===== src/rtl/dbq_pkg.sv =====
package dbq_pkg;

  localparam int unsigned QDEPTH = 32;
  localparam int unsigned QLVL_W = $clog2(QDEPTH + 1);

  typedef logic [QLVL_W-1:0] lvl_t;

  // receive trigger: non-uniform steps, reserved codes fall back to one entry
  function automatic lvl_t rx_trigger(input logic [2:0] code);
    case (code)
      3'd1:    return lvl_t'(4);
      3'd2:    return lvl_t'(8);
      3'd3:    return lvl_t'(16);
      3'd4:    return lvl_t'(30);
      default: return lvl_t'(1);
    endcase
  endfunction

  // transmit trigger: every code is defined
  function automatic lvl_t tx_trigger(input logic [1:0] code);
    case (code)
      2'd1:    return lvl_t'(4);
      2'd2:    return lvl_t'(8);
      2'd3:    return lvl_t'(16);
      default: return lvl_t'(1);
    endcase
  endfunction

endpackage


===== src/rtl/dbq_fifo.sv =====
module dbq_fifo #(
  parameter int unsigned DEPTH  = 32,
  parameter int unsigned DATA_W = 8,
  parameter int unsigned LVL_W  = $clog2(DEPTH + 1)
) (
  input  logic              clk,
  input  logic              rst_n,
  input  logic              push,
  input  logic [DATA_W-1:0] push_data,
  input  logic              pop,
  input  logic              flush,
  input  logic              ovf_clr,
  output logic [DATA_W-1:0] head,
  output logic [LVL_W-1:0]  level,
  output logic              full,
  output logic              empty,
  output logic              ovf
);

  localparam int unsigned PTR_W = (DEPTH > 1) ? $clog2(DEPTH) : 1;

  function automatic logic [PTR_W-1:0] next_ptr(input logic [PTR_W-1:0] p);
    return (p == PTR_W'(DEPTH - 1)) ? '0 : p + 1'b1;
  endfunction

  logic [DATA_W-1:0] mem [DEPTH];
  logic [PTR_W-1:0]  wr_ptr, rd_ptr;
  logic [LVL_W-1:0]  cnt;

  // named internal events
  logic push_ok, pop_ok, push_drop;

  assign full      = (cnt == LVL_W'(DEPTH));
  assign empty     = (cnt == '0);
  assign push_ok   = push & ~full & ~flush;
  assign pop_ok    = pop & ~empty & ~flush;
  assign push_drop = push & full & ~flush;
  assign level     = cnt;
  assign head      = empty ? '0 : mem[rd_ptr];

  always_ff @(posedge clk) begin
    if (push_ok) mem[wr_ptr] <= push_data;
  end

  always_ff @(posedge clk or negedge rst_n) begin
    if (!rst_n) begin
      wr_ptr <= '0;
      rd_ptr <= '0;
      cnt    <= '0;
    end else if (flush) begin
      wr_ptr <= '0;
      rd_ptr <= '0;
      cnt    <= '0;
    end else begin
      if (push_ok) wr_ptr <= next_ptr(wr_ptr);
      if (pop_ok)  rd_ptr <= next_ptr(rd_ptr);
      case ({push_ok, pop_ok})
        2'b10:   cnt <= cnt + 1'b1;
        2'b01:   cnt <= cnt - 1'b1;
        default: cnt <= cnt;
      endcase
    end
  end

  // set outranks clear so a fresh drop is never lost
  always_ff @(posedge clk or negedge rst_n) begin
    if (!rst_n)         ovf <= 1'b0;
    else if (push_drop) ovf <= 1'b1;
    else if (ovf_clr)   ovf <= 1'b0;
  end

  p_level_cap_r2: assert property (@(posedge clk) disable iff (!rst_n)
    level <= LVL_W'(DEPTH));
  p_full_empty_r2: assert property (@(posedge clk) disable iff (!rst_n)
    !(full && empty));
  p_drop_level_r3: assert property (@(posedge clk) disable iff (!rst_n)
    (push_drop && !pop) |=> level == $past(level));
  p_drop_flag_r3: assert property (@(posedge clk) disable iff (!rst_n)
    push_drop |=> ovf);
  p_ovf_sticky_r4: assert property (@(posedge clk) disable iff (!rst_n)
    (ovf && !ovf_clr) |=> ovf);
  p_ovf_clear_r4: assert property (@(posedge clk) disable iff (!rst_n)
    (ovf_clr && !push_drop) |=> !ovf);
  p_empty_pop_r5: assert property (@(posedge clk) disable iff (!rst_n)
    (empty && pop && !push) |=> empty);
  p_flush_r6: assert property (@(posedge clk) disable iff (!rst_n)
    flush |=> (empty && head == '0));
  p_flush_ovf_r6: assert property (@(posedge clk) disable iff (!rst_n)
    (flush && !ovf_clr) |=> ovf == $past(ovf));
  p_pushpop_r9: assert property (@(posedge clk) disable iff (!rst_n)
    (push_ok && pop_ok) |=> level == $past(level));

endmodule


===== src/rtl/dbq_trigger.sv =====
module dbq_trigger #(
  parameter int unsigned LVL_W       = 6,
  parameter bit          AT_OR_ABOVE = 1'b1
) (
  input  logic [LVL_W-1:0] level,
  input  logic [LVL_W-1:0] thresh,
  output logic             fire
);

  generate
    if (AT_OR_ABOVE) begin : g_above
      assign fire = (level >= thresh);
    end else begin : g_below
      assign fire = (level <= thresh);
    end
  endgenerate

endmodule


===== src/rtl/dual_byte_queue.sv =====
module dual_byte_queue
  import dbq_pkg::*;
#(
  parameter int unsigned DEPTH  = QDEPTH,
  parameter int unsigned DATA_W = 8
) (
  input  logic              clk,
  input  logic              rst_n,
  input  logic              tx_push,
  input  logic [DATA_W-1:0] tx_wdata,
  input  logic              tx_pop,
  output logic [DATA_W-1:0] tx_head,
  input  logic              rx_push,
  input  logic [DATA_W-1:0] rx_wdata,
  input  logic              rx_pop,
  output logic [DATA_W-1:0] rx_head,
  input  logic              tx_flush,
  input  logic              rx_flush,
  input  logic              tx_ovf_clr,
  input  logic              rx_ovf_clr,
  input  logic [2:0]        rx_trig_code,
  input  logic [1:0]        tx_trig_code,
  output logic [2*$clog2(DEPTH+1)-1:0] level_word,
  output logic              tx_full,
  output logic              tx_empty,
  output logic              rx_full,
  output logic              rx_empty,
  output logic              tx_ovf,
  output logic              rx_ovf,
  output logic              tx_event,
  output logic              rx_event
);

  localparam int unsigned LVL_W = $clog2(DEPTH + 1);

  logic [LVL_W-1:0] tx_level, rx_level;
  logic [LVL_W-1:0] tx_thresh, rx_thresh;

  assign tx_thresh  = LVL_W'(tx_trigger(tx_trig_code));
  assign rx_thresh  = LVL_W'(rx_trigger(rx_trig_code));
  assign level_word = {rx_level, tx_level};

  dbq_fifo #(.DEPTH(DEPTH), .DATA_W(DATA_W), .LVL_W(LVL_W)) u_tx_q (
    .clk(clk), .rst_n(rst_n), .push(tx_push), .push_data(tx_wdata),
    .pop(tx_pop), .flush(tx_flush), .ovf_clr(tx_ovf_clr), .head(tx_head),
    .level(tx_level), .full(tx_full), .empty(tx_empty), .ovf(tx_ovf));

  dbq_fifo #(.DEPTH(DEPTH), .DATA_W(DATA_W), .LVL_W(LVL_W)) u_rx_q (
    .clk(clk), .rst_n(rst_n), .push(rx_push), .push_data(rx_wdata),
    .pop(rx_pop), .flush(rx_flush), .ovf_clr(rx_ovf_clr), .head(rx_head),
    .level(rx_level), .full(rx_full), .empty(rx_empty), .ovf(rx_ovf));

  dbq_trigger #(.LVL_W(LVL_W), .AT_OR_ABOVE(1'b0)) u_tx_trig (
    .level(tx_level), .thresh(tx_thresh), .fire(tx_event));

  dbq_trigger #(.LVL_W(LVL_W), .AT_OR_ABOVE(1'b1)) u_rx_trig (
    .level(rx_level), .thresh(rx_thresh), .fire(rx_event));

  // an empty queue is below every transmit level, a full one above every receive level
  p_tx_empty_event_r8: assert property (@(posedge clk) disable iff (!rst_n)
    tx_empty |-> tx_event);
  p_rx_full_event_r7: assert property (@(posedge clk) disable iff (!rst_n)
    rx_full |-> rx_event);
  p_rx_empty_quiet_r7: assert property (@(posedge clk) disable iff (!rst_n)
    rx_empty |-> !rx_event);

endmodule


===== config.mk =====
export PLATFORM = sky130hd
export DESIGN_NAME = dual_byte_queue
export DESIGN_NICKNAME = d
export VERILOG_FILES = /design/src/rtl/dbq_pkg.sv /design/src/rtl/dbq_fifo.sv /design/src/rtl/dbq_trigger.sv /design/src/rtl/dual_byte_queue.sv
export SDC_FILE = /design/constraint.sdc
export NUM_CORES = 1
export LEC_CHECK = 0
export BUFFER_PORTS_ARGS = -buffer_cell sky130_fd_sc_hd__buf_4
export CAP_MARGIN = 20
export CORE_MARGIN = 1.5
export CORE_UTILIZATION = 62
export DETAILED_ROUTE_END_ITERATION = 6
export GPL_ROUTABILITY_DRIVEN = 0
export PLACE_DENSITY = 0.79
export REMOVE_ABC_BUFFERS = 1
export SYNTH_ARGS = -nofsm -noshare
export SYNTH_HDL_FRONTEND = slang
export SYNTH_HIERARCHICAL = 1
export SYNTH_SLANG_ARGS = --single-unit

===== constraint.sdc =====
create_clock -name clk -period 3.1 [get_ports clk]
set_input_delay 0.31 -clock clk [delete_from_list [all_inputs] [get_ports clk]]
set_output_delay 0.31 -clock clk [all_outputs]
set_load 0.005 [all_outputs]

==> results.json, run 1 <==
{
  "start_util": 0.6331,
  "grt_setup_unrepaired": "yes",
  "cp_num_buf_inv": 3,
  "cts_buffers": 52,
  "synth_area_per_cell_sq_um": 19.47,
  "ioPinCount": 67,
  "synth_flop_cell": "edfxtp_1",
  "yosys.cell_types.count": 65,
  "die_y_um": 194.0,
  "postPlaceCellArea_sq_um": 24160,
  "die-width_um": 194.0,
  "fillers": 1973,
  "cts_root_buffer": "clkbuf_16",
  "critPathArrivalTime_ns": 2.89,
  "cts_tree": "yes",
  "drt-pass1-iter-count": 7,
  "status": "finished with violations",
  "hold_path_class": "primary input to flop",
  "dp_hpwl_mm": 29.32,
  "layout_commonest_cell": "edfxtp_1",
  "grt_max_degree": 69,
  "critPathMaxStageDelay_ns": 0.58,
  "holdWs_ns": 0.03300,
  "yosys_warnings": 6,
  "htreeDepth": 2,
  "regArea_sq_um": 16240,
  "vdd_ir_drop_max_mv": 0.5362,
  "crit_family": "multiplexers",
  "drive_above_1_share": 0.3208,
  "cp_slowest_cell": "mux4_2",
  "slew_headroom": 0.2203,
  "fin_area_sq_um": 26360,
  "ys_seq_area_frac": 0.7171,
  "start_kind": "flop",
  "path_class": "flop to output port",
  "clk_latency_ns": 0.61,
  "max_freq_mhz": 312.4,
  "final.period_utilization": 1.033,
  "clkSlewWorstSetupHoldPaths_ns": 0.06,
  "worst_pin_slew_ns": 1.170,
  "synth_enable_flop_cells": 512,
  "endpoint_kind": "output port",
  "drtIter0Drc": 1496,
  "n_antenna_cell": 0,
  "min_period_ns": 3.201,
  "multiInputGateArea_sq_um": 6001,
  "async_flop_share": 0.06227,
  "coreArea_sq_um": 35740,
  "route.antenna.remaining_nets": 0,
  "cp_data_required_time_ns": 2.79,
  "syn_area_sq_um": 22630,
  "first_global_vias": 12820,
  "p_leak_nw": 8.780,
  "num_vias": 12550,
  "fin_skew_ns": 0.02208,
  "layout_common_cells": "edfxtp_1, mux4_2, buf_4, nor2_1, clkbuf_16",
  "clock_sinks": 546,
  "syn2layout_area_growth_pct": 16.50,
  "grt_overflow": 0,
  "power_density_nw_per_um2": 732.0,
  "ys_ff_latch": 546,
  "hold_viol": 0,
  "via_per_inst": 6.823,
  "maxCapViolations": 0,
  "groute.usage.overall": 0.2898,
  "clockBufferDepth": 3,
  "grt_pass1_wl_mm": 80.10,
  "io_buffers": 66,
  "synthCells": 1162,
  "drc": 1,
  "fin_nets": 1401,
  "setup_viol": 16,
  "path_max_fanout": 13,
  "num_rows": 69,
  "r2r_slack_ns": 0.20,
  "wl_per_cell_um": 29.46,
  "final_max_slew_viol_count": 0,
  "antenna_found_initial": 1,
  "crit_chain": "buf_4 > buf_16 > mux4_2 > mux4_2 > a22o_1 > buf_4",
  "worst_slack_ns": -0.1008,
  "violations": "design-rule violations, negative setup slack",
  "routed_wl_mm": 54.18,
  "dieArea_sq_um": 37650
}
[worst register-to-register path: stages (launching register included)]
cell and delay (ns):
dfrtp_1 0.47, or4_4 0.56, o31a_1 0.40, nor2_2 0.21
ha_1 0.30, a21oi_1 0.13, o21ai_0 0.12, o21a_1 0.21
o21a_1 0.18, o311ai_1 0.22
[power breakdown]
part / total, W / leakage (nW) / switching (W) / internal [W]
logic: 0.00466 / 2.91 / 0.00225 / 0.00240
registers: 0.00837 / 5.06 / 0.000184 / 0.00819
clock network: 0.00627 / 0.812 / 0.00271 / 0.00356
total: 0.0193 / 8.78 / 0.00515 / 0.0142
[flip-flops by register name (all words and copies together), names as in the netlist]
| name | cells |
|---|---|
| u_rx_q/mem | 256 |
| u_tx_q/mem | 256 |
| u_rx_q/level | 6 |
| u_tx_q/level | 6 |
| u_rx_q/rd_ptr | 5 |
| u_rx_q/wr_ptr | 5 |
| u_tx_q/rd_ptr | 5 |
| u_tx_q/wr_ptr | 5 |
| u_rx_q/ovf | 1 |
| u_tx_q/ovf | 1 |
[stage by stage]
stage | util | setup slack [ns] | cells | total power (W) | TNS, ns
after global routing | 0.7376 | -0.1503 | 1839 | 0.01989 | -1.392
after floorplan | - | -1.202 | 1106 | 0.01105 | -25.46
after detailed placement | 0.6759 | 0.1587 | 1717 | 0.01251 | 0
final | 0.7376 | -0.1008 | 1839 | 0.01930 | -0.6994
after CTS | 0.7330 | -0.05811 | 1833 | 0.01908 | -0.5977
after global placement | 0.6759 | 0.2642 | 1717 | 0.01245 | 0
[kinds of logic (layout without fill, tap and decap cells)]
| kind of cell | Yosys count | count (layout) | synth area share |
|---|---|---|---|
| AO/OA/AOI/OAI | 113 | 113 | 0.03677 |
| AND/OR/NAND/NOR | 210 | 210 | 0.04678 |
| buffers and inverters | 91 | 305 | 0.01830 |
| adder cells (fa/ha/maj) | 32 | 32 | 0.01769 |
| flip-flops | 546 | 546 | 0.7171 |
| other | 1 | 3 | 0.0001657 |
| XOR/XNOR | 2 | 2 | 0.0007743 |
| multiplexers | 167 | 167 | 0.1625 |
[final cells by class]
class,instances,area share
multi-input cells,527,0.2276
clock buffers,73,0.05586
repair buffers,178,0.06669
inverters,33,0.004699
clock inverters,21,0.007262
flip-flops and latches,546,0.6160
well taps,461,0.02188
[Yosys cell counts (all sizes together) (3+ instances only)]
cell type  count  area (sq um)
and2           5         33.78
nand2         23         86.33
edfxtp       512         15370
a2111oi        6         55.05
mux4         160          3603
o31ai         11         112.6
a31oi          4         25.02
nand2b        12         75.07
or3b           6         52.55
nand3b         6         45.04
clkbuf        28         115.1
inv           33         123.9
or4            6         52.55
or4b           4         40.04
o21ai         18         90.09
nor2         103         386.6
nand3         14         70.07
nor3           6         30.03
mux2i          5         50.05
dfrtp         34         850.8
a22o          16         140.1
buf           30         175.2
o2111ai        4         35.03
ha            32         400.4
a211o          4         35.03
a21oi         24         120.1
nor4           4         37.53
a21o           3         25.03
and3           8         52.55
o21a           4         30.03
[worst paths after layout]
kind,cells past startpoint,end,from
max in group asynchronous,2,u_tx_q/rd_ptr[0],rst_n
setup reg to reg,9,u_tx_q/level[5],u_tx_q/level[3]
min in group asynchronous,2,u_tx_q/level[4],rst_n
hold / removal,3,u_rx_q/wr_ptr[4],rx_push
hold reg to reg,2,u_tx_q/ovf,u_tx_q/ovf
setup / recovery,6,rx_head[4],u_rx_q/rd_ptr[0]
[per-layer routing]
metal	share of wire	vias up	global-route usage
li1	-	5128	-
met5	0.00022	-	0
met1	0.37	6551	0.4021
met3	0.092	109	0.05305
met2	0.51	758	0.4728
met4	0.024	2	0.09867
[what timing repair did]
| item | 4_1_cts | 5_1_grt |
|---|---|---|
| endpoints found under the hold margin | 40 | 0 |
| hold buffers | 4 | 0 |
| cloned | 6 | 4 |
| endpoints found under the setup margin | 16 | 18 |
| resized for setup | 16 | 15 |
| pin swaps | 9 | 3 |
| buffers inserted | 12 | 3 |
Power figures use the tool's default switching activity.
==> inputs of run 2 (changes only) <==
- BUFFER_PORTS_ARGS: -buffer_cell sky130_fd_sc_hd__buf_4 -> -buffer_cell sky130_fd_sc_hd__buf_2
- SETUP_SLACK_MARGIN: default -> 0.02
==> run 2 against run 1 <==
The flow still finishes with violations (design-rule violations, negative setup slack); critical endpoint is now tx_head[3]; largest cell class unchanged; flip-flop and latch count is the same; global-route usage decreased by 0.55 points; setup slack better by 0.035 ns; fmax grew 1.1%; core utilization decreased by 0.37 points; clock power up 2%; die area unchanged.
==> results.json, run 2 (same netlist as run 1, synthesis figures left out) <==
{
  "status": "finished with violations",
  "violations": "design-rule violations, negative setup slack",
  "cts_tree": "yes",
  "fin_skew_ns": 0.02574,
  "cts_buffers": 52,
  "maxCapViolations": 0,
  "io_buffers": 66,
  "htreeDepth": 2,
  "num_rows": 69,
  "die-width_um": 194.0,
  "slew_headroom": 0.2600,
  "first_global_vias": 12790,
  "r2r-end": "u_tx_q/level[5]",
  "cp_data_required_time_ns": 2.79,
  "met1_length_mm": 19.78,
  "start_kind": "flop",
  "fin_tns_setup_ns": -0.4447,
  "layout_common_cells": "edfxtp_1, mux4_2, nor2_1, buf_4, buf_2",
  "setup_viol": 16,
  "drive_above_1_share": 0.3309,
  "power_density_nw_per_um2": 728.6,
  "via_per_inst": 6.661,
  "worst_slack_ns": -0.06528,
  "wl_met3_mm": 4.754,
  "dp_slack_ns": 0.2218,
  "utilization": 0.7338,
  "worstReg2RegStart": "u_tx_q/level[1]",
  "max_freq_mhz": 315.9,
  "postPlaceCellArea_sq_um": 24120,
  "start_util": 0.6331,
  "hold_viol": 0,
  "groute.usage.overall": 0.2843,
  "syn2layout_area_growth_pct": 15.91,
  "startpoint": "u_tx_q/rd_ptr[0]",
  "endpoint_kind": "output port",
  "hold_path_class": "primary input to flop",
  "fin_area_sq_um": 26230,
  "drtIter0Drc": 1392,
  "grt_setup_unrepaired": "yes",
  "dieArea_sq_um": 37650,
  "grt_overflow": 0,
  "critPathArrivalTime_ns": 2.86,
  "drc": 1,
  "r2r_slack_ns": 0.22,
  "clk_latency_ns": 0.60,
  "dr_wl_met2_mm": 26.03,
  "top_regs": "u_rx_q/mem: 256 flops, u_tx_q/mem: 256 flops",
  "worst_pin_slew_ns": 1.110,
  "routed_wl_mm": 51.99,
  "fillers": 1968,
  "path_class": "flop to output port",
  "wl_per_cell_um": 28.09,
  "cp-endpoint": "tx_head[3]",
  "routed.top_layer": "met4",
  "coreArea_sq_um": 35740,
  "clockBufferDepth": 3,
  "die_y_um": 194.0,
  "r2r_cells": 9,
  "final.period_utilization": 1.021,
  "clkSlewWorstSetupHoldPaths_ns": 0.06,
  "antenna_found_initial": 0,
  "ioPinCount": 67,
  "p_leak_nw": 8.796,
  "dp_hpwl_mm": 30.12,
  "drt-pass1-iter-count": 7,
  "path_max_fanout": 7,
  "min_period_ns": 3.165,
  "cts_root_buffer": "clkbuf_16",
  "clock_sinks": 546,
  "n_antenna_cell": 0,
  "vdd_ir_drop_max_mv": 0.5231,
  "num_vias": 12330,
  "layout_commonest_cell": "edfxtp_1",
  "final_max_slew_viol_count": 0,
  "grt_max_degree": 36,
  "fin_nets": 1412,
  "grt_pass1_wl_mm": 78.38,
  "route.antenna.remaining_nets": 0
}
==> run 2: worst min-delay path by stage <==
stage	slack, ns	end	depth (start not counted)	from
2_1_floorplan	0.01	u_rx_q/level[0]	0	rst_n
3_3_place_gp	0.44	u_tx_q/level[4]	1	rst_n
3_5_place_dp	0.46	u_tx_q/level[4]	1	rst_n
4_1_cts	0.02	u_tx_q/wr_ptr[4]	3	tx_push
5_1_grt	0.03	u_tx_q/wr_ptr[4]	3	tx_push
6_report	0.03	u_tx_q/wr_ptr[4]	3	tx_push
==> run 2: layout make-up <==
type / instances / area, sq um / share of cell area
Clock buffer: 70 / 1460 / 0.05567
Clock inverter: 25 / 271.5 / 0.01035
Inverter: 33 / 123.9 / 0.004723
Multi-Input combinational cell: 527 / 6012 / 0.2292
Sequential cell: 546 / 16240 / 0.6193
Tap cell: 461 / 576.8 / 0.02199
Timing Repair Buffer: 189 / 1541 / 0.05877
==> run 2: timing repair <==
item,4_1_cts,5_1_grt
hold buffers,3,0
gates cloned,4,2
endpoints found under the setup margin,16,17
pin swaps,7,2
endpoints found under the hold margin,36,0
buffers inserted,17,0
resized for setup,14,12
==> run 2: critical path, stage by stage (launching register included) <==
cell	delay, ns
dfrtp_4	0.43
buf_12	0.18
buf_6	0.18
mux4_2	0.55
mux4_2	0.55
a22o_1	0.22
buf_2	0.13
==> run 2: metal layers <==
| metal | GRT usage | up-vias |
|---|---|---|
| li1 | - | 5168 |
| met1 | 0.3854 | 6388 |
| met2 | 0.4635 | 665 |
| met3 | 0.06523 | 108 |
| met4 | 0.09606 | 0 |
| met5 | 0 | - |
==> run 2: where the power goes <==
| group | switching, W | internal (W) |
|---|---|---|
| clock network | 0.00266 | 0.00373 |
| registers | 0.000167 | 0.00819 |
| logic | 0.00219 | 0.00217 |
| total | 0.00501 | 0.0141 |
==> run 2: through the flow <==
stage                     hold WS (ns)  cells  total power (W)
after floorplan                0.01441   1106          0.01105
after global routing           0.03336   1851          0.01976
after global placement          0.4367   1732          0.01235
after detailed placement        0.4556   1732          0.01244
after CTS                      0.02148   1851          0.01908
final                          0.03265   1851          0.01911
